--- config.mk ---
export PLATFORM = sky130hd
export DESIGN_NAME = pkt_cut_walker
export DESIGN_NICKNAME = d
export VERILOG_FILES = /design/src/rtl/pcw_pkg.sv /design/src/rtl/pcw_key_select.sv /design/src/rtl/pcw_slot_rank.sv /design/src/rtl/pcw_child_addr.sv /design/src/rtl/pkt_cut_walker.sv
export SDC_FILE = /design/constraint.sdc
export NUM_CORES = 1
export LEC_CHECK = 0
export BUFFER_PORTS_ARGS = -buffer_cell sky130_fd_sc_hd__buf_2
export CAP_MARGIN = 20
export CORE_ASPECT_RATIO = 0.5
export CORE_MARGIN = 2
export CORE_UTILIZATION = 30
export CTS_BUF_LIST = sky130_fd_sc_hd__clkbuf_16
export DETAILED_ROUTE_END_ITERATION = 10
export PLACE_DENSITY = 0.47
export SYNTH_ARGS = -nofsm -noshare
export SYNTH_HDL_FRONTEND = slang
export SYNTH_SLANG_ARGS = --single-unit
export TNS_END_PERCENT = 20
--- constraint.sdc ---
create_clock -name clk -period 4.4 [get_ports clk]
set_clock_uncertainty 0.05 [all_clocks]
set_input_delay 0.88 -clock clk [delete_from_list [all_inputs] [get_ports clk]]
set_output_delay 0.88 -clock clk [all_outputs]
set_load 0.05 [all_outputs]
--- src/rtl/pcw_pkg.sv ---
package pcw_pkg;

   localparam int NODE_W  = 32;
   localparam int BMAP_W  = 8;
   localparam int BSEL_W  = 2;
   localparam int DIM_W   = 2;

   typedef enum logic [1:0] {
      DIM_SRC_IP  = 2'b00,
      DIM_DST_IP  = 2'b01,
      DIM_SRC_PRT = 2'b10,
      DIM_DST_PRT = 2'b11
   } cut_dim_e;

   typedef struct packed {
      logic [DIM_W-1:0]  dim;
      logic [BSEL_W-1:0] bsel;
      logic [BMAP_W-1:0] bmap;
      logic [19:0]       base;
   } node_word_t;

   typedef enum logic [1:0] {
      WS_IDLE = 2'd0,
      WS_REQ  = 2'd1,
      WS_WAIT = 2'd2,
      WS_DONE = 2'd3
   } walk_state_e;

   function automatic logic node_is_leaf(input node_word_t n);
      return (n.dim == DIM_DST_PRT) && (n.bmap == {BMAP_W{1'b1}});
   endfunction

endpackage

--- src/rtl/pcw_key_select.sv ---
module pcw_key_select #(
   parameter int IP_W   = 32,
   parameter int PORT_W = 16,
   parameter int STRIDE = 8
) (
   input  logic [IP_W-1:0]   sip,
   input  logic [IP_W-1:0]   dip,
   input  logic [PORT_W-1:0] sport,
   input  logic [PORT_W-1:0] dport,
   input  logic [1:0]        dim,
   input  logic [1:0]        bsel,
   output logic [STRIDE-1:0] cut_idx
);
   localparam int FIELD_W = IP_W;
   localparam int LANES   = FIELD_W / STRIDE;
   localparam int NFIELD  = 4;

   logic [FIELD_W-1:0] fld  [NFIELD];
   logic [STRIDE-1:0]  lane [NFIELD][LANES];

   assign fld[0] = sip;
   assign fld[1] = dip;
   assign fld[2] = FIELD_W'(sport);
   assign fld[3] = FIELD_W'(dport);

   generate
      for (genvar f = 0; f < NFIELD; f++) begin : g_fld
         for (genvar l = 0; l < LANES; l++) begin : g_lane
            assign lane[f][l] = fld[f][FIELD_W-1-l*STRIDE -: STRIDE];
         end
      end
   endgenerate

   assign cut_idx = lane[dim][bsel];

endmodule

--- src/rtl/pcw_slot_rank.sv ---
module pcw_slot_rank #(
   parameter int GRP        = 8,
   parameter int SUB_LG     = 5,
   parameter int RANK_STYLE = 1
) (
   input  logic [GRP-1:0]                   bmap,
   input  logic [$clog2(GRP)+SUB_LG-1:0]    cut_idx,
   output logic [$clog2(GRP)+SUB_LG-1:0]    slot
);
   localparam int GRP_LG = $clog2(GRP);
   localparam int IDX_W  = GRP_LG + SUB_LG;
   localparam int RANK_W = GRP_LG + 1;

   logic [GRP_LG-1:0] grp;
   logic [SUB_LG-1:0] sub;
   logic [RANK_W-1:0] rank;
   logic              hit;

   assign grp = cut_idx[IDX_W-1:SUB_LG];
   assign sub = cut_idx[SUB_LG-1:0];
   assign hit = bmap[grp];

   generate
      if (RANK_STYLE == 1) begin : g_prefix
         logic [RANK_W-1:0] pre [GRP];
         assign pre[0] = '0;
         for (genvar i = 1; i < GRP; i++) begin : g_pre
            assign pre[i] = pre[i-1] + RANK_W'(bmap[i-1]);
         end
         assign rank = pre[grp];
      end else begin : g_masked
         always_comb begin
            rank = '0;
            for (int i = 0; i < GRP; i++) begin
               if (GRP_LG'(i) < grp) rank = rank + RANK_W'(bmap[i]);
            end
         end
      end
   endgenerate

   assign slot = {rank[GRP_LG-1:0], (hit ? sub : {SUB_LG{1'b0}})};

endmodule

--- src/rtl/pcw_child_addr.sv ---
module pcw_child_addr #(
   parameter int BASE_W = 20,
   parameter int BLK_LG = 5,
   parameter int SLOT_W = 8
) (
   input  logic [BASE_W-1:0]        base,
   input  logic [SLOT_W-1:0]        slot,
   output logic [BASE_W+BLK_LG-1:0] addr
);
   localparam int ADDR_W = BASE_W + BLK_LG;

   assign addr = {base, {BLK_LG{1'b0}}} + ADDR_W'(slot);

endmodule

--- src/rtl/pkt_cut_walker.sv ---
module pkt_cut_walker
   import pcw_pkg::*;
#(
   parameter int IP_W       = 32,
   parameter int PORT_W     = 16,
   parameter int STRIDE     = 8,
   parameter int BASE_W     = 20,
   parameter int RULE_W     = 20,
   parameter int MAX_READS  = 13,
   parameter int RANK_STYLE = 1,
   parameter int ROOT_ADDR  = 0,
   localparam int GRP       = BMAP_W,
   localparam int BLK_LG    = STRIDE - $clog2(GRP),
   localparam int ADDR_W    = BASE_W + BLK_LG,
   localparam int CNT_W     = $clog2(MAX_READS + 1)
) (
   input  logic              clk,
   input  logic              rst_n,
   input  logic              key_valid,
   output logic              key_ready,
   input  logic [IP_W-1:0]   key_sip,
   input  logic [IP_W-1:0]   key_dip,
   input  logic [PORT_W-1:0] key_sport,
   input  logic [PORT_W-1:0] key_dport,
   output logic              mem_req_valid,
   input  logic              mem_req_ready,
   output logic [ADDR_W-1:0] mem_req_addr,
   input  logic              mem_rsp_valid,
   input  logic [NODE_W-1:0] mem_rsp_data,
   output logic              res_valid,
   output logic [RULE_W-1:0] res_rule,
   output logic              res_error
);

   generate
      if (STRIDE != 8) begin : g_bad_stride
         $error("pkt_cut_walker: node format needs STRIDE of 8");
      end
      if (IP_W != 32 || PORT_W > IP_W) begin : g_bad_key
         $error("pkt_cut_walker: key field widths unsupported");
      end
      if (BASE_W != 20 || RULE_W > BASE_W) begin : g_bad_word
         $error("pkt_cut_walker: base or rule width unsupported");
      end
      if (MAX_READS < 1) begin : g_bad_depth
         $error("pkt_cut_walker: MAX_READS must be positive");
      end
   endgenerate

   walk_state_e        st_q;
   logic [IP_W-1:0]    sip_q, dip_q;
   logic [PORT_W-1:0]  sport_q, dport_q;
   logic [ADDR_W-1:0]  addr_q;
   logic [CNT_W-1:0]   reads_q;
   logic [RULE_W-1:0]  rule_q;
   logic               err_q;

   node_word_t         nd;
   logic [STRIDE-1:0]  cut_idx;
   logic [STRIDE-1:0]  slot;
   logic [ADDR_W-1:0]  child_addr;
   logic               leaf;

   assign nd   = node_word_t'(mem_rsp_data);
   assign leaf = node_is_leaf(nd);

   pcw_key_select #(
      .IP_W   (IP_W),
      .PORT_W (PORT_W),
      .STRIDE (STRIDE)
   ) key_sel_i (
      .sip     (sip_q),
      .dip     (dip_q),
      .sport   (sport_q),
      .dport   (dport_q),
      .dim     (nd.dim),
      .bsel    (nd.bsel),
      .cut_idx (cut_idx)
   );

   pcw_slot_rank #(
      .GRP        (GRP),
      .SUB_LG     (BLK_LG),
      .RANK_STYLE (RANK_STYLE)
   ) slot_i (
      .bmap    (nd.bmap),
      .cut_idx (cut_idx),
      .slot    (slot)
   );

   pcw_child_addr #(
      .BASE_W (BASE_W),
      .BLK_LG (BLK_LG),
      .SLOT_W (STRIDE)
   ) addr_i (
      .base (nd.base),
      .slot (slot),
      .addr (child_addr)
   );

   always_ff @(posedge clk or negedge rst_n) begin
      if (!rst_n) begin
         st_q    <= WS_IDLE;
         sip_q   <= '0;
         dip_q   <= '0;
         sport_q <= '0;
         dport_q <= '0;
         addr_q  <= '0;
         reads_q <= '0;
         rule_q  <= '0;
         err_q   <= 1'b0;
      end else begin
         case (st_q)
            WS_IDLE: begin
               if (key_valid) begin
                  sip_q   <= key_sip;
                  dip_q   <= key_dip;
                  sport_q <= key_sport;
                  dport_q <= key_dport;
                  addr_q  <= ADDR_W'(ROOT_ADDR);
                  reads_q <= '0;
                  st_q    <= WS_REQ;
               end
            end
            WS_REQ: begin
               if (mem_req_ready) begin
                  reads_q <= reads_q + CNT_W'(1);
                  st_q    <= WS_WAIT;
               end
            end
            WS_WAIT: begin
               if (mem_rsp_valid) begin
                  if (leaf) begin
                     rule_q <= mem_rsp_data[RULE_W-1:0];
                     err_q  <= 1'b0;
                     st_q   <= WS_DONE;
                  end else if (reads_q == CNT_W'(MAX_READS)) begin
                     rule_q <= '0;
                     err_q  <= 1'b1;
                     st_q   <= WS_DONE;
                  end else begin
                     addr_q <= child_addr;
                     st_q   <= WS_REQ;
                  end
               end
            end
            default: st_q <= WS_IDLE;
         endcase
      end
   end

   assign key_ready     = (st_q == WS_IDLE);
   assign mem_req_valid = (st_q == WS_REQ);
   assign mem_req_addr  = addr_q;
   assign res_valid     = (st_q == WS_DONE);
   assign res_rule      = rule_q;
   assign res_error     = err_q;

endmodule

== After elaboration in Yosys (flattened, before gate mapping) ==
Index checks and enable logic that the tools add are counted.
Widths: inputs -> output; s select.

* Register bits after elaboration: 148
* Input port bits: 133
* Output and inout bits: 49
* Word-level logic and storage cells: 75

* Add/sub/neg operators: 8
* Magnitude comparators: 4
* Equality and inequality tests: 11
* Mux-type cells: 30
* Bitwise gates (word level): 3
* Reductions and logical operators: 10

{| class="wikitable"
|+ Operator list
! kind !! count
|-
| $mux 25 || 4
|-
| $bmux 32 s2 || 1
|-
| $mux 32 || 2
|-
| $pmux 25 s2 || 1
|-
| $mux 20 || 2
|-
| $add 25x8->25 || 1
|-
| $add 4x1->4 || 5
|-
| $bmux 8 s2 || 1
|-
| $mux 8 || 2
|-
| $bmux 4 s3 || 1
|-
| $mux 2 || 5
|-
| $reduce_and 3->1 || 3
|-
| $eq 8x8->1 const B || 1
|-
| $mux 4 || 2
|-
| $ne 2x2->1 const B || 4
|-
| $pmux 4 s2 || 1
|-
| $eq 2x2->1 const B || 3
|-
| $ge 3x3->1 const B || 2
|-
| $mux 3 || 2
|-
| $not 2->3 || 2
|-
| $pmux 2 s3 || 1
|-
| $reduce_bool 2->1 || 3
|-
| $mux 5 || 1
|-
| $reduce_and 5->1 || 1
|-
| 13 further kinds || 15
|}

== Longest topological paths before layout ==
* Depth after elaboration: 16
* Depth in mapped cells: 18
* Depth with buffers taken out: 18

== Hierarchy ==
Synthesis repeated with hierarchy kept, for this count alone.

* Cells, all modules: 547
* Area total of the unflattened synthesis: 7428.4 um^2

{| class="wikitable"
|+ By module, submodules not included
! module !! times used !! cells an instance !! area each (um^2) !! seq. area each (um^2)
|-
| pkt_cut_walker || 1 || 349 || 5640.4 || 3703.6
|-
| pcw_key_select || 1 || 81 || 834.6 || 0.0
|-
| pcw_slot_rank || 1 || 53 || 488.0 || 0.0
|-
| pcw_child_addr || 1 || 64 || 465.4 || 0.0
|}

== Least setup slack after synthesis ==
Ideal clock, no wire load.

* Path kind: input port to flip-flop
* Start point: input mem_rsp_data[20]
* End point: register addr_q[21] (netlist: mem_req_addr[21])
* Setup time: 83 ps
* Arrival time: 4936 ps
* Data required time: 4267 ps
* Setup slack: -668 ps
* Stages: 17
* Buffers on the path: 0
* Cells stage by stage: fa_1 ha_1 fa_1 ha_1 ha_1 ha_1 or3_1 a41oi_1 o21a_1 o32ai_1 ha_1 nor2b_1 o21ai_0 nor3_1 nand3_1 xor2_1 o21ai_0

* Longest elaborated chain between the ends: 14
* Elaborated cells between the ends (all ways): 21
* Classes of those cells: add/sub (7); eq/ne (2); mux (10); reduce/logical (2)

{| class="wikitable"
|+ Ends and longest elaborated chain
! what !! line !! source
|-
| from (decl) || pkt_cut_walker.sv:29 || <nowiki>input logic [NODE_W-1:0] mem_rsp_data,</nowiki>
|-
| $add 1x1->2 || pcw_slot_rank.sv:28 || <nowiki>assign pre[i] = pre[i-1] + RANK_W'(bmap[i-1]);</nowiki>
|-
| $add 4x1->4 (5 in a row) || pcw_slot_rank.sv:28 ||
|-
| $bmux 4 s3 || pcw_slot_rank.sv:30 || <nowiki>assign rank = pre[grp];</nowiki>
|-
| $mux 3 (implied by the code) (2 in a row) || pcw_slot_rank.sv:30 ||
|-
| $add 25x8->25 || pcw_child_addr.sv:12 || <nowiki>assign addr = {base, {BLK_LG{1'b0}}} + ADDR_W'(slot);</nowiki>
|-
| $mux 25 || pkt_cut_walker.sv:137 || <nowiki>end else if (reads_q == CNT_W'(MAX_READS)) begin</nowiki>
|-
| $mux 25 || pkt_cut_walker.sv:133 || <nowiki>if (leaf) begin</nowiki>
|-
| $mux 25 || pkt_cut_walker.sv:132 || <nowiki>if (mem_rsp_valid) begin</nowiki>
|-
| $pmux 25 s2 || pkt_cut_walker.sv:113 || <nowiki>case (st_q)</nowiki>
|-
| to (signal assigned) || pkt_cut_walker.sv:120 || <nowiki>addr_q <= ADDR_W'(ROOT_ADDR);</nowiki>
|-
| to (signal assigned) || pkt_cut_walker.sv:142 || <nowiki>addr_q <= child_addr;</nowiki>
|-
| to (decl) || pkt_cut_walker.sv:53 || <nowiki>logic [ADDR_W-1:0] addr_q;</nowiki>
|}

Parallel ways exist; a longest one is shown, timed or not. The select of a mux whose other input is x is not followed.
A chain may end at the register's enable or synchronous reset.

== Final worst setup path ==
* Start point: input mem_rsp_data[21]
* End point: register addr_q[23] (netlist: mem_req_addr[23])

The elaborated chain is that of the path after synthesis.

==> metrics.md <==
| Metric | Value |
|---|---|
| Status | `finished with violations` |
| Failing checks | `setup timing` |
| Top-area cell type share of the netlist area | `between 40% and 50%` |
| Critical path startpoint category | `primary input` |
| Area leader, netlist | `dfrtp_1` |
| CTS Buffer Depth | `2` |
| Rel. slew slack | `around three fifths` |
| CTS Hold Buffers Added | `0` |
| Total number of vias | `between 6000 and 7000` |
| Die Area | `about 0.026 mm²` |
| DR vias/cell | `around 4.6` |
| H-tree lvl count | `4` |
| Post-synthesis adder-cell area fraction | `3.308%` |
| Compound-cell area share of the yosys netlist | `under 10%` |
| Final worst slack | `-0.2543 ns` |
| Post-DP HPWL | `approximately 16000 µm` |
| Worst path max stage delay | `around 0.58 ns` |
| Core Rows | `40` |
| Cell count after placement | `1312` |
| Root Buffer | `clkbuf_16` |
| Average wire per standard cell | `about 16 µm` |
| Register area share after synthesis | `49.46%` |
| Hold Crit Class | `primary input to async pin` |
| Crit path buffers/inverters | `1` |
| Peak supply drop | `about 0.00027 V` |
| Post-Synth Simple-Gate Area | `approximately a quarter` |
| Fillcell total | `around 2500` |
| Worst-Margin Slew | `just under 0.6 ns` |
| CTS Buf Count | `17` |
| Initial Util | `between 30% and 40%` |
| WL final | `21690 µm` |
| Synth top area cells | `dfrtp_1, nand2_1, mux4_2` |
| Final Net Count | `approximately 1200` |
| Netlist Area Pre-Place | `0.007488 mm²` |
| Syn nets | `964` |
| Largest family of logic cells by synthesized area | `simple AND/OR/NAND/NOR gates` |
| Worst-path cell chain | `buf_6 -> fa_1 -> ha_2 -> fa_1 -> ha_4 -> ha_4 -> ha_4 -> or3_4 -> a41oi_4 -> nor3_2 -> o32ai_2 -> ha_4 -> nor2b_4 -> o21ai_4 -> nor3_4 -> nand3_1 -> xor2_1 -> o21ai_1` |
| Largest net degree at the start of global routing | `~110` |
| Drt first-iter violations | `approximately 380` |
| Final std cells w/o fill | `between 1000 and 1500` |
| Asr flop ratio synth | `100.0%` |
| Vias in the first global route | `~6200` |
| Synth cell types | `about 60` |
| Chip Width | `roughly 230 µm` |
| Worst-path fanout max | `4` |
| Placer Congestion | `roughly 0.80` |
| Core area | `0.02427 mm²` |
| Area Growth Syn to Fin | `29.17%` |
| Top cell by count, worst path | `ha_4` |
| IO buf count | `~180` |
| IO Pins | `about 180` |
| Synth Register Bits | `~150` |
| Register area | `approximately 0.0037 mm²` |
| Worst Hold Slack | `0.2104 ns` |
| Crit Path Category | `primary input to register` |
| Max Freq | `0.2149 GHz` |
| Pre-CTS WS | `-0.7985 ns` |
| Global route overflow | `0` |
| Worst Path Required | `4.66 ns` |
| Antenna viol nets, final | `0` |
| Max cap viols | `0` |
| Clk Latency, worst-skew pair | `0.44 ns` |
| Crit-path slowest cell | `fa_1` |
| Mapped Cells | `about 800` |
| Worst EP arrival | `slightly below 5 ns` |
| Dominant synthesized flop cell | `dfrtp_1` |
| Crit end category | `register` |
| Final slew viol count | `0` |
| First-pass GRT wire length | `about 34000 µm` |
| TritonRoute pass-1 iters | `4` |
| Sink Count | `between 100 and 150` |
| DRC errors left | `0` |
| Post-synthesis mux area share | `under 10%` |
| GRT Overall Usage | `about 17%` |
| Post-Synth XOR/XNOR Area | `~2.3%` |
| Final min period | `~4.7 ns` |
| Synthesized area per cell | `roughly 9.2 µm²` |
| Final Setup Violations | `15` |
| Post-synth EDFFs | `0` |
| Die Ht | `~120 µm` |
| Area of the multi-input gates | `approximately 0.0037 mm²` |
| Pleak | `about 5.0 nW` |
| Synth Warn # | `0` |
| Final period utilization | `105.8%` |
| Power per cell area | `607.8 mW/mm²` |
| Layout cells sized above 1 | `30.14%` |
| Initial antenna violation count | `1` |
| CTS tree | `built` |
| Final count of hold timing violations | `0` |
| RSZ-0062 raised after global routing | `true` |
| Reg-to-reg slack, setup | `around 0.98 ns` |
| Top Family by Delay on Critical Path | `adder cells` |
| Clock slew at reported path FFs | `roughly 0.07 ns` |
## area by class of cell
cell class / instances / share of cell area [%]
repair buffers: 211 / 12.43
multi-input cells: 616 / 38.68
clock inverters: 15 / 1.643
flip-flops and latches: 148 / 38.29
clock buffers: 17 / 4.398
well taps: 336 / 4.346
inverters: 5 / 0.1940
diodes: 1 / 0.02587
## per-stage QoR
stage	power, mW	utilization, %	TNS [ns]	instance area [µm²]
after floorplan	3.727	-	-5.763	7560
final	5.879	39.85	-2.176	9673
after global placement	4.360	36.71	-12.59	8911
after CTS	5.893	39.18	-4.006	9510
after global routing	6.312	39.84	-4.560	9671
after detailed placement	4.399	36.71	-13.06	8911
## logic make-up after synthesis
| group | after synthesis |
|---|---|
| AOI/OAI and AO/OA | 69 |
| xor gates and xnor gates | 20 |
| adders and majority gates | 18 |
| buffers and inverters | 49 |
| DFF | 148 |
| muxes | 48 |
| and+or+nand+nor | 461 |
## power breakdown
part | switching, mW | internal, mW | total [mW]
clock | 0.614 | 0.839 | 1.45
combinational | 1.40 | 0.818 | 2.22
sequential | 0.313 | 1.89 | 2.21
total | 2.33 | 3.55 | 5.88
## placed cells by master (no fill, tap or decap), types with 3 or more instances in the layout
cell / instances
and3_1: 4
clkbuf_16: 17
nand4_1: 4
buf_4: 27
a22o_1: 5
clkinv_4: 5
nand2_1: 378
nor2b_1: 5
and2_4: 3
buf_2: 178
nand3_1: 30
xnor2_1: 10
mux4_2: 17
nor2_1: 11
inv_1: 7
mux2_2: 13
ha_1: 10
mux2i_1: 18
ha_4: 4
xor2_1: 10
nor3_2: 3
dfrtp_1: 148
o21ai_1: 9
a32o_1: 6
and2_1: 5
o21ai_0: 17
buf_6: 3
## path summary, 6_finish.rpt
| check | to | cells after the start | from |
|---|---|---|---|
| setup / recovery | mem_req_addr[23]$_DFFE_PN0P_ | 18 | mem_rsp_data[21] |
| hold / removal | mem_req_addr[5]$_DFFE_PN0P_ | 1 | rst_n |
| setup reg to reg | mem_req_addr[23]$_DFFE_PN0P_ | 14 | dport_q[6]$_DFFE_PN0P_ |
| hold reg to reg | res_rule[18]$_DFFE_PN0P_ | 2 | res_rule[18]$_DFFE_PN0P_ |
| max in group asynchronous | sip_q[4]$_DFFE_PN0P_ | 3 | rst_n |
| min in group clk | res_rule[18]$_DFFE_PN0P_ | 2 | res_rule[18]$_DFFE_PN0P_ |
## state kept, by name (all words and copies together), names as in the netlist
register      flops
sip_q            32
st_q              2
reads_q           4
sport_q          16
dport_q          16
mem_req_addr     25
res_rule         20
dip_q            32
res_error         1
## routing by layer
metal / routed length, µm / track usage [%] / part of all wire [%]
met5: 0 / 0 / 0
met4: 114 / 3.834 / 0.53
met3: 836 / 5.147 / 3.9
met2: 10250 / 27.83 / 47
met1: 10490 / 22.81 / 48
## timing repair
| action | 4_1_cts | 5_1_grt |
|---|---|---|
| setup buffers | 0 | 2 |
| pin swaps | 4 | 13 |
| setup endpoints to repair | 18 | 18 |
| resized for setup | 8 | 13 |
## synthesized netlist by cell type (2+ instances only)
library cell / count
nand2_1: 379
dfrtp_1: 148
clkbuf_1: 32
nand3_1: 30
o21ai_0: 27
mux2i_1: 18
mux4_2: 17
ha_1: 15
nor2_1: 14
mux2_2: 13
xnor2_1: 10
xor2_1: 10
and2_1: 7
a32o_1: 6
nor2b_1: 6
a22o_1: 5
buf_1: 5
inv_1: 5
and3_1: 4
nand4_1: 4
nor3_1: 4
buf_6: 3
fa_1: 3
o32ai_1: 3
a21oi_1: 2
a221oi_1: 2
a31oi_1: 2
buf_2: 2
nand2b_1: 2
nor3b_1: 2
o32a_1: 2
or3_1: 2
## worst register-to-register path: stages, from the launching register on
cell and delay [ns]:
dfrtp_1 0.38, mux4_2 0.56, a32oi_4 0.38, mux2i_1 0.14, mux2i_1 0.16, mux2_2 0.19, ha_1 0.17, inv_1 0.06
fa_2 0.37, nor2b_4 0.18, o21ai_4 0.08, nor3_4 0.22, nand3_1 0.13, xor2_1 0.16, o21ai_1 0.07
No activity file was read; power rests on OpenSTA's default activity.
